--- src/rtl/pes_pkg.sv ---
package pes_pkg;

  typedef enum logic [2:0] {
    OP_NONE  = 3'd0,
    OP_PROG  = 3'd1,
    OP_ER4K  = 3'd2,
    OP_ER32K = 3'd3,
    OP_ER64K = 3'd4,
    OP_CHIP  = 3'd5,
    OP_PROT  = 3'd6,
    OP_READ  = 3'd7
  } pes_op_e;

  typedef enum logic [1:0] {
    ST_IDLE = 2'd0,
    ST_RUN  = 2'd1,
    ST_SUSP = 2'd2,
    ST_NEST = 2'd3
  } pes_state_e;

  typedef enum logic [1:0] {
    SPAN_4K  = 2'd0,
    SPAN_32K = 2'd1,
    SPAN_64K = 2'd2,
    SPAN_ALL = 2'd3
  } pes_span_e;

  function automatic logic op_is_timed(pes_op_e op);
    return (op == OP_PROG) || (op == OP_ER4K) || (op == OP_ER32K) ||
           (op == OP_ER64K) || (op == OP_CHIP);
  endfunction

  function automatic logic op_is_erase(pes_op_e op);
    return (op == OP_ER4K) || (op == OP_ER32K) || (op == OP_ER64K) || (op == OP_CHIP);
  endfunction

  function automatic pes_span_e op_span(pes_op_e op);
    case (op)
      OP_ER32K: return SPAN_32K;
      OP_ER64K: return SPAN_64K;
      OP_CHIP:  return SPAN_ALL;
      default:  return SPAN_4K;
    endcase
  endfunction

endpackage

--- src/rtl/pes_countdown.sv ---
module pes_countdown #(
  parameter int CNT_W = 8
) (
  input  logic             clk,
  input  logic             rst_n,
  input  logic             load,
  input  logic [CNT_W-1:0] load_val,
  input  logic             step,
  output logic             last
);

  logic [CNT_W-1:0] rem_q;
  logic [CNT_W-1:0] rem_d;
  logic             rem_en;

  assign rem_en = load | step;

  always_comb begin
    rem_d = rem_q;
    if (load) begin
      rem_d = load_val;
    end else if (step && (rem_q != '0)) begin
      rem_d = rem_q - 1'b1;
    end
  end

  always_ff @(posedge clk or negedge rst_n) begin
    if (!rst_n) begin
      rem_q <= '0;
    end else if (rem_en) begin
      rem_q <= rem_d;
    end
  end

  assign last = (rem_q == {{(CNT_W-1){1'b0}}, 1'b1});

  AST_LOAD_NONZERO: assert property (@(posedge clk) disable iff (!rst_n)
    load |-> (load_val != '0));

  AST_NO_UNDERFLOW: assert property (@(posedge clk) disable iff (!rst_n)
    (step && !load) |-> (rem_q != '0));

endmodule

--- src/rtl/pes_cmd_filter.sv ---
module pes_cmd_filter
  import pes_pkg::*;
#(
  parameter int ADDR_W = 23
) (
  input  pes_state_e        state,
  input  logic              valid,
  input  pes_op_e           op,
  input  logic [ADDR_W-1:0] addr,
  input  logic [ADDR_W-1:0] region_base,
  input  pes_span_e         region_span,
  input  logic              erase_held,
  output logic              allow,
  output logic              refuse,
  output logic              start_main,
  output logic              start_nest
);

  localparam int SH_4K  = 12;
  localparam int SH_32K = 15;
  localparam int SH_64K = 16;

  logic [ADDR_W-1:0] region_mask;
  logic              in_region;

  always_comb begin
    case (region_span)
      SPAN_4K:  region_mask = {ADDR_W{1'b1}} << SH_4K;
      SPAN_32K: region_mask = {ADDR_W{1'b1}} << SH_32K;
      SPAN_64K: region_mask = {ADDR_W{1'b1}} << SH_64K;
      default:  region_mask = '0;
    endcase
  end

  assign in_region = (((addr ^ region_base) & region_mask) == '0);

  always_comb begin
    allow      = 1'b0;
    refuse     = 1'b0;
    start_main = 1'b0;
    start_nest = 1'b0;
    if (valid && (op != OP_NONE)) begin
      case (state)
        ST_IDLE: begin
          allow      = 1'b1;
          start_main = op_is_timed(op);
        end
        ST_SUSP: begin
          case (op)
            OP_READ: allow = 1'b1;
            OP_PROG: begin
              if (erase_held && !in_region) begin
                allow      = 1'b1;
                start_nest = 1'b1;
              end else begin
                refuse = 1'b1;
              end
            end
            default: refuse = 1'b1;
          endcase
        end
        default: refuse = 1'b1;
      endcase
    end
  end

endmodule

--- src/rtl/pe_suspend_seq.sv ---
module pe_suspend_seq
  import pes_pkg::*;
#(
  parameter int ADDR_W  = 23,
  parameter int T_PROG  = 20,
  parameter int T_ER4K  = 40,
  parameter int T_ER32K = 60,
  parameter int T_ER64K = 80,
  parameter int T_CHIP  = 100
) (
  input  logic              clk,
  input  logic              rst_n,
  input  logic              cmd_valid,
  input  logic [2:0]        cmd_op,
  input  logic [ADDR_W-1:0] cmd_addr,
  input  logic              susp_req,
  input  logic              resume_req,
  input  logic              dev_reset,
  output logic              busy,
  output logic              prog_susp,
  output logic              erase_susp,
  output logic              cmd_accept,
  output logic              cmd_reject,
  output logic              op_done
);

  localparam int T_MAX_A = (T_PROG > T_ER4K) ? T_PROG : T_ER4K;
  localparam int T_MAX_B = (T_ER32K > T_ER64K) ? T_ER32K : T_ER64K;
  localparam int T_MAX_C = (T_MAX_A > T_MAX_B) ? T_MAX_A : T_MAX_B;
  localparam int T_MAX   = (T_MAX_C > T_CHIP) ? T_MAX_C : T_CHIP;
  localparam int CNT_W   = $clog2(T_MAX + 1);

  pes_state_e        state_q, state_d;
  logic              psus_q, psus_d;
  logic              esus_q, esus_d;
  logic              acc_q, acc_d;
  logic              rej_q, rej_d;
  logic              done_q, done_d;
  logic              cfg_en;
  logic              erase_q;
  pes_span_e         span_q;
  logic [ADDR_W-1:0] base_q;

  pes_op_e           op_in;
  logic              f_valid;
  logic              f_acc, f_rej;
  logic              start_main, start_nest;
  logic              main_last, nest_last;
  logic [CNT_W-1:0]  main_len;

  assign op_in   = pes_op_e'(cmd_op);
  assign f_valid = cmd_valid & ~dev_reset;

  always_comb begin
    case (op_in)
      OP_PROG:  main_len = CNT_W'(T_PROG);
      OP_ER4K:  main_len = CNT_W'(T_ER4K);
      OP_ER32K: main_len = CNT_W'(T_ER32K);
      OP_ER64K: main_len = CNT_W'(T_ER64K);
      OP_CHIP:  main_len = CNT_W'(T_CHIP);
      default:  main_len = CNT_W'(1);
    endcase
  end

  pes_cmd_filter #(
    .ADDR_W (ADDR_W)
  ) u_filter (
    .state       (state_q),
    .valid       (f_valid),
    .op          (op_in),
    .addr        (cmd_addr),
    .region_base (base_q),
    .region_span (span_q),
    .erase_held  (esus_q),
    .allow       (f_acc),
    .refuse      (f_rej),
    .start_main  (start_main),
    .start_nest  (start_nest)
  );

  pes_countdown #(
    .CNT_W (CNT_W)
  ) u_main_cnt (
    .clk      (clk),
    .rst_n    (rst_n),
    .load     (start_main),
    .load_val (main_len),
    .step     (state_q == ST_RUN),
    .last     (main_last)
  );

  pes_countdown #(
    .CNT_W (CNT_W)
  ) u_nest_cnt (
    .clk      (clk),
    .rst_n    (rst_n),
    .load     (start_nest),
    .load_val (CNT_W'(T_PROG)),
    .step     (state_q == ST_NEST),
    .last     (nest_last)
  );

  always_comb begin
    state_d = state_q;
    psus_d  = psus_q;
    esus_d  = esus_q;
    acc_d   = f_acc;
    rej_d   = f_rej;
    done_d  = 1'b0;
    cfg_en  = 1'b0;
    if (dev_reset) begin
      state_d = ST_IDLE;
      psus_d  = 1'b0;
      esus_d  = 1'b0;
    end else begin
      case (state_q)
        ST_IDLE: begin
          if (start_main) begin
            state_d = ST_RUN;
            cfg_en  = 1'b1;
          end
        end
        ST_RUN: begin
          if (main_last) begin
            state_d = ST_IDLE;
            done_d  = 1'b1;
          end else if (susp_req) begin
            state_d = ST_SUSP;
            if (erase_q) esus_d = 1'b1;
            else         psus_d = 1'b1;
          end
        end
        ST_SUSP: begin
          if (start_nest) begin
            state_d = ST_NEST;
          end else if (resume_req) begin
            state_d = ST_RUN;
            psus_d  = 1'b0;
            esus_d  = 1'b0;
          end
        end
        ST_NEST: begin
          if (nest_last) begin
            state_d = ST_SUSP;
            done_d  = 1'b1;
          end
        end
        default: state_d = ST_IDLE;
      endcase
    end
  end

  always_ff @(posedge clk or negedge rst_n) begin
    if (!rst_n) begin
      state_q <= ST_IDLE;
      psus_q  <= 1'b0;
      esus_q  <= 1'b0;
      acc_q   <= 1'b0;
      rej_q   <= 1'b0;
      done_q  <= 1'b0;
    end else begin
      state_q <= state_d;
      psus_q  <= psus_d;
      esus_q  <= esus_d;
      acc_q   <= acc_d;
      rej_q   <= rej_d;
      done_q  <= done_d;
    end
  end

  always_ff @(posedge clk or negedge rst_n) begin
    if (!rst_n) begin
      erase_q <= 1'b0;
      span_q  <= SPAN_4K;
      base_q  <= '0;
    end else if (cfg_en) begin
      erase_q <= op_is_erase(op_in);
      span_q  <= op_span(op_in);
      base_q  <= cmd_addr;
    end
  end

  assign busy       = (state_q == ST_RUN) || (state_q == ST_NEST);
  assign prog_susp  = psus_q;
  assign erase_susp = esus_q;
  assign cmd_accept = acc_q;
  assign cmd_reject = rej_q;
  assign op_done    = done_q;

  AST_DONE_AFTER_BUSY: assert property (@(posedge clk) disable iff (!rst_n)
    op_done |-> $past(busy));

  AST_BUSY_REFUSES: assert property (@(posedge clk) disable iff (!rst_n)
    (busy && cmd_valid && (cmd_op != 3'd0) && !dev_reset) |=> cmd_reject);

  AST_ONE_SUSP_KIND: assert property (@(posedge clk) disable iff (!rst_n)
    !(prog_susp && erase_susp));

  AST_IDLE_SUSP_IGNORED: assert property (@(posedge clk) disable iff (!rst_n)
    (!busy && !prog_susp && !erase_susp && susp_req && !dev_reset)
      |=> (!prog_susp && !erase_susp));

  AST_RESUME_BUSY: assert property (@(posedge clk) disable iff (!rst_n)
    ((state_q == ST_SUSP) && resume_req && !start_nest && !dev_reset)
      |=> (busy && !prog_susp && !erase_susp));

  AST_PROT_REFUSED: assert property (@(posedge clk) disable iff (!rst_n)
    ((prog_susp || erase_susp) && !busy && cmd_valid && (cmd_op == 3'd6) && !dev_reset)
      |=> cmd_reject);

  AST_PROG_SUSP_QUIET: assert property (@(posedge clk) disable iff (!rst_n)
    prog_susp |-> !busy);

  AST_RESET_CLEARS: assert property (@(posedge clk) disable iff (!rst_n)
    dev_reset |=> (!busy && !prog_susp && !erase_susp));

endmodule

--- config.mk ---
export PLATFORM = sky130hd
export DESIGN_NAME = pe_suspend_seq
export DESIGN_NICKNAME = d
export VERILOG_FILES = /design/src/rtl/pes_pkg.sv /design/src/rtl/pes_countdown.sv /design/src/rtl/pes_cmd_filter.sv /design/src/rtl/pe_suspend_seq.sv
export SDC_FILE = /design/constraint.sdc
export NUM_CORES = 1
export LEC_CHECK = 0
export ABC_AREA = 1
export ABC_CLOCK_PERIOD_IN_PS = 3000
export CAP_MARGIN = 20
export CORE_MARGIN = 2
export CORE_UTILIZATION = 60
export CTS_BUF_LIST = sky130_fd_sc_hd__clkbuf_16
export DETAILED_ROUTE_END_ITERATION = 10
export DONT_BUFFER_PORTS = 1
export GPL_TIMING_DRIVEN = 0
export PLACE_DENSITY = 0.76
export SETUP_SLACK_MARGIN = 0.02
export SLEW_MARGIN = 40
export SYNTH_ARGS = -nofsm -noshare
export SYNTH_HDL_FRONTEND = slang
export SYNTH_HIERARCHICAL = 1
export SYNTH_SLANG_ARGS = --single-unit
export TNS_END_PERCENT = 50
--- constraint.sdc ---
create_clock -name clk -period 3 [get_ports clk]
set_input_delay 0.15 -clock clk [delete_from_list [all_inputs] [get_ports clk]]
set_output_delay 0.15 -clock clk [all_outputs]
set_load 0.01 [all_outputs]
Word-level counts from Yosys, hierarchy flattened
Index checks and enable logic that the tools add are counted.
{"block": "word_totals", "register_bits": 47, "latchBits": 0, "ramBits": 0, "mem_bits_ro": 0, "in_bits": 32, "output_inout_bits": 6, "wordCells": 116, "n_memories": 0}
{"block": "op_classes", "addsub": 2, "mul": 0, "div": 0, "order_cmp": 0, "eq_ne": 23, "n_shift": 0, "muxes": 47, "n_bitwise": 6, "n_reduce_logical": 27}
{"op": "$pmux W23 S3", "count": 1}
{"op": "$pmux W7 S5", "count": 1}
{"op": "$mux W7", "count": 4}
{"op": "$mux W1", "count": 25}
{"op": "$and A23 B23 Y23", "count": 1}
{"op": "$logic_not A23 Y1", "count": 1}
{"op": "$xor A23 B23 Y23", "count": 1}
{"op": "$ne A3 B3 Y1 const B", "count": 7}
{"op": "$eq A7 B1 Y1 const B", "count": 2}
{"op": "$mux W2", "count": 7}
{"op": "$pmux W1 S2", "count": 7}
{"op": "$reduce_bool A7 Y1", "count": 2}
{"op": "$sub A7 B1 Y7 const B", "count": 2}
{"op": "$reduce_and A6 Y1", "count": 2}
{"op": "$eq A3 B3 Y1 const B", "count": 3}
{"op": "$logic_or A1 B1 Y1", "count": 8}
{"op": "$pmux W2 S4", "count": 1}
{"op": "$eq A2 B2 Y1 const B", "count": 3}
{"op": "$eq A3 B2 Y1 const B", "count": 2}
{"op": "$pmux W2 S3", "count": 1}
{"op": "$reduce_bool A3 Y1", "count": 2}
{"op": "$eq A2 B1 Y1 const B", "count": 2}
{"op": "$logic_and A1 B1 Y1", "count": 4}
{"op": "$logic_not A2 Y1", "count": 2}
{"op": "11 further kinds", "count": 14}

Longest topological paths before layout
{"block": "logic_depth", "depth_word": 13, "depth_mapped": 15, "ltp_nobuf": 15}

Modules after synthesis
The synthesis kept the hierarchy.
{"module": "pe_suspend_seq", "n_inst": 1, "cells_each": 202, "area_per_inst_um2": 1534.0, "seq_area_each_um2": 825.8}
{"module": "pes_countdown", "n_inst": 2, "cells_each": 81, "area_per_inst_um2": 543.0, "seq_area_each_um2": 175.2}
{"module": "pes_cmd_filter", "n_inst": 1, "cells_each": 84, "area_per_inst_um2": 359.1, "seq_area_each_um2": 0.0}

Least setup slack after synthesis
Ideal clock, no wire load.
{"block": "synth_path", "kind": "reg2reg", "start": "register state_q[0]", "end": "register base_q[15]", "setup_time_ps": 116, "arrival_time_ps": 1985, "t_required_ps": 2884, "setup_slack_ps": 898, "stages_incl_launch_ff": 8, "n_path_buf": 1, "synth_period_minus_slack_ps": 2102, "path_cell_list": "dfrtp_1 > a2111oi_0 > nand2_2 > nor2_4 > inv_4 > buf_6 > nand2_1 > nand2_1"}
{"block": "synth_between", "elab_chain_cells": 6}
{"item": "start, declared", "line_no": "pe_suspend_seq.sv:33", "source": "pes_state_e state_q, state_d;"}
{"item": "start signal, assigned", "line_no": "pe_suspend_seq.sv:162", "source": "state_q <= state_d;"}
{"item": "$logic_not A2 Y1", "line_no": "pes_cmd_filter.sv:43", "source": "case (state)"}
{"item": "$mux W1", "line_no": "pes_cmd_filter.sv:43"}
{"item": "$mux W1", "line_no": "pes_cmd_filter.sv:42", "source": "if (valid && (op != OP_NONE)) begin"}
{"item": "net start_main", "line_no": "pe_suspend_seq.sv:47", "source": "logic start_main, start_nest;"}
{"item": "$mux W1", "line_no": "pe_suspend_seq.sv:118", "source": "if (start_main) begin"}
{"item": "$mux W1", "line_no": "pe_suspend_seq.sv:116", "source": "case (state_q)"}
{"item": "$mux W1", "line_no": "pe_suspend_seq.sv:111", "source": "if (dev_reset) begin"}
{"item": "end signal, assigned", "line_no": "pe_suspend_seq.sv:179", "source": "base_q <= cmd_addr;"}
{"item": "end, declared", "line_no": "pe_suspend_seq.sv:42", "source": "logic [ADDR_W-1:0] base_q;"}
The timed path passes the listed nets, and every way through them passes these cells.
A chain may end at the register's enable or synchronous reset.

Final worst setup path
{"block": "layout_path", "start": "register span_q[1]", "end": "register u_nest_cnt.rem_q[1]"}
{"block": "layout_between", "elab_chain_cells": 12, "word_cells_on_any_way": 16, "cone_classes": "eq/ne (2); mux (6); bitwise (2); reduce/logical (6)"}
{"item": "start, declared", "line_no": "pe_suspend_seq.sv:41", "source": "pes_span_e span_q;"}
{"item": "start signal, assigned", "line_no": "pe_suspend_seq.sv:178", "source": "span_q <= op_span(op_in);"}
{"item": "$eq A2 B2 Y1, or another cell as far along", "line_no": "pes_cmd_filter.sv:27", "source": "case (region_span)"}
{"item": "$pmux W23 S3 *", "line_no": "pes_cmd_filter.sv:27"}
{"item": "$and A23 B23 Y23 *", "line_no": "pes_cmd_filter.sv:35", "source": "assign in_region = (((addr ^ region_base) & region_mask) == '0);"}
{"item": "$logic_not A23 Y1 *", "line_no": "pes_cmd_filter.sv:35"}
{"item": "$logic_not A1 Y1 *", "line_no": "pes_cmd_filter.sv:52", "source": "if (erase_held && !in_region) begin"}
{"item": "$logic_and A1 B1 Y1 *", "line_no": "pes_cmd_filter.sv:52"}
{"item": "$mux W1 *", "line_no": "pes_cmd_filter.sv:52"}
{"item": "$mux W1 *", "line_no": "pes_cmd_filter.sv:49", "source": "case (op)"}
{"item": "$mux W1 *", "line_no": "pes_cmd_filter.sv:43"}
{"item": "$mux W1 *", "line_no": "pes_cmd_filter.sv:42"}
{"item": "net start_nest", "line_no": "pe_suspend_seq.sv:47"}
{"item": "$reduce_bool A2 Y1 (no line) / $or A1 B1 Y1 (equally long branches)"}
{"item": "$reduce_and A2 Y1 (no line)"}
{"item": "end signal, assigned", "line_no": "pes_countdown.sv:31", "source": "rem_q <= rem_d;"}
{"item": "end, declared", "line_no": "pes_countdown.sv:12", "source": "logic [CNT_W-1:0] rem_q;"}
Mark *: on every way through the listed nets, which the timed path passes. The rest lies on a longest branch.

==> results by group <==
Status
  – Status: finished, final reports clean

STA
  – Final cycle utilization of the critical path: between 70% and 80%
  – Max Clock Skew: between 2 and 2.5 ps
  – RSZ-0062 raised after global routing: no
  – Setup tns final: 0 ps
  – Worst hold slack: approximately 3.2 ps
  – Final setup violation count: 0
  – Max transition margin: between 50% and 60%
  – Hold violation count in the final report: 0
  – Number of pins exceeding their max-slew limit in the final report: 0
  – Timing-limited maximum frequency: ~430 MHz
  – Shortest period the worst path allows: around 2300 ps
  – Transition time at the pin with the least slew margin: around 620 ps

Placement
  – # port buffers: 0
  – Post-detailed-placement half-perimeter wirelength: slightly below 4000 µm
  – Final weighted congestion in routability-driven placement: 0.884

Global route
  – Remaining global-route overflow: 0
  – Met2 track demand over resource: 38.8%
  – Maximum number of pins on one net before global-route repair: 36
  – Met1 demand-to-capacity share in global routing: between 30% and 40%
  – Antenna violations before repair: 0
  – Number of global-route vias before repair: ~2.2k
  – Layer carrying the most global-route usage: met2
  – Met3 GRT Util: 5.12%
  – Global-route wire length before repair: around 9400 µm
  – GRT Resource Usage Total: a little under a quarter

Clock tree
  – CTS clk-pin slew, worst paths: 50 ps
  – Cts repair resizes: 0
  – Clock tree from TritonCTS: yes
  – Root buffer cell: clkbuf_16
  – Number of clock buffers inserted by TritonCTS: 5
  – Clock net sink count: 35
  – CTS H-Tree Depth: 2
  – Clock Tree Buf Depth: 2
  – Clock insertion delay at the later pin of the skew report: between 200 and 300 ps

Route
  – Vias after detailed routing: ~2.4k
  – Number of DRC violations after detailed-routing iteration 0: around 180
  – Via density per instance: about 5.0
  – 1st-pass router iterations: 4
  – Routed wire length: around 5200 µm
  – Antenna violation net count after detailed routing: 0
  – Average wire per cell in the routed design: about 11 µm
  – DRC violation count after routing: 0

Setup path
  – Data required time at the worst endpoint: between 3000 and 4000 ps
  – Largest driver fanout on the critical path: 10
  – Crit. End Element: flip-flop
  – FF-to-FF path depth: 11
  – Startpoint class of the critical path: flip-flop
  – Critical path class: reg -> reg
  – Critical path data arrival time: between 2000 and 2500 ps

Cells and area
  – Layout cell share with drive strength beyond 1: about a tenth
  – Count of nets after finishing: between 400 and 500
  – # diodes: 0
  – Fill cell total of the finished layout: 349
  – Syn-to-layout area delta: 12.4%
  – Commonest non-fill, non-tap cell in the layout: nand2_1
  – Commonest cells after routing, fill and taps aside: nand2_1 (166), inv_1 (52), nand3_1 (43)

Power
  – Maximum VDD drop: ~0.52 mV
  – Pleak: roughly 1.6 nW
  – Total power density per cell area: just under 900 nW/µm²

Hold path
  – Worst Hold Path Cells: 2
  – Type of the worst min-delay path: in -> reg

Floorplan
  – Die Ht: just under 70 µm
  – IO Pins: 38
  – Area of the placeable core: 4030 µm²
  – Number of core rows: 23
  – Width of the die: roughly 69 µm
  – Initial core utilization: a little over three fifths
  – Die area: approximately 4800 µm²

Yosys
  – Warnings, synthesis: 6
  – Mapped cell area: ~2500 µm²
  – Post-synthesis average cell area: roughly 6.4 µm²
  – Post-Syn Instances: 400

Run
  – Number of maximum-capacitance constraint violations: 0
worst max-delay path: stages, from the launching register on:
cell,delay [ps]
dfrtp_1,420
nor2_2,170
nand3_1,100
nand2_1,90
nor2_2,40
nand3_1,100
nand2_2,70
nor3_1,490
clkbuf_1,390
o21ai_0,170
nand2_1,80
o21ai_1,70
metrics by stage:
step                total power [mW]  setup slack (ps)  cell area [µm²]  util, %  std cells
floorplan                       1.83               901             2570        -        406
global placement                2.00               487             2630     65.2        456
detailed placement              2.05               684             2640     65.4        456
CTS                             2.56               678             2860     71.0        471
global route                    2.82               409             2860     71.0        471
finish                          2.55               680             2860     71.0        471
path summary, 6_finish.rpt:
check,slack (ps),startpoint,endpoint
setup / recovery,680,span_q[1]$_DFFE_PN0P_,u_nest_cnt/rem_q[1]$_DFFE_PN0P_
hold / removal,3,cmd_addr[16],base_q[16]$_DFFE_PN0P_
setup reg to reg,680,span_q[1]$_DFFE_PN0P_,u_nest_cnt/rem_q[1]$_DFFE_PN0P_
hold reg to reg,490,base_q[12]$_DFFE_PN0P_,base_q[12]$_DFFE_PN0P_
max in group asynchronous,2480,rst_n,span_q[0]$_DFFE_PN0P_
min in group asynchronous,350,rst_n,base_q[17]$_DFFE_PN0P_
cell type report:
cell class | instances | area [µm²] | area share, %
inverters | 62 | 238 | 8.32
multi-input cells | 301 | 1410 | 49.1
flip-flops and latches | 35 | 876 | 30.6
well taps | 50 | 62.6 | 2.19
repair buffers | 8 | 90.1 | 3.15
plain buffers | 8 | 53.8 | 1.88
clock buffers | 5 | 125 | 4.38
clock inverters | 2 | 8.76 | 0.306
sequential cells by signal, indices dropped and copies added (netlist names), 2 cells and up:
register,count
base_q,11
span_q,2
state_q,2
u_main_cnt/rem_q,7
u_nest_cnt/rem_q,7
metal layers:
metal	up-vias	part of all wire, %
li1	1253	-
met2	51	47
met1	1041	47
met3	6	4.7
met4	0	0.95
met5	-	0
power breakdown:
group          internal, mW  switching, mW
clock                 0.298          0.173
sequential            0.673          0.227
combinational         0.444          0.733
total                  1.41           1.13
what timing repair did:
action | 4_1_cts | 5_1_grt
buffers inserted | 0 | 0
hold buffers | 8 | 0
endpoints found under the hold margin | 41 | 0
No activity file was read; power rests on OpenSTA's default activity.
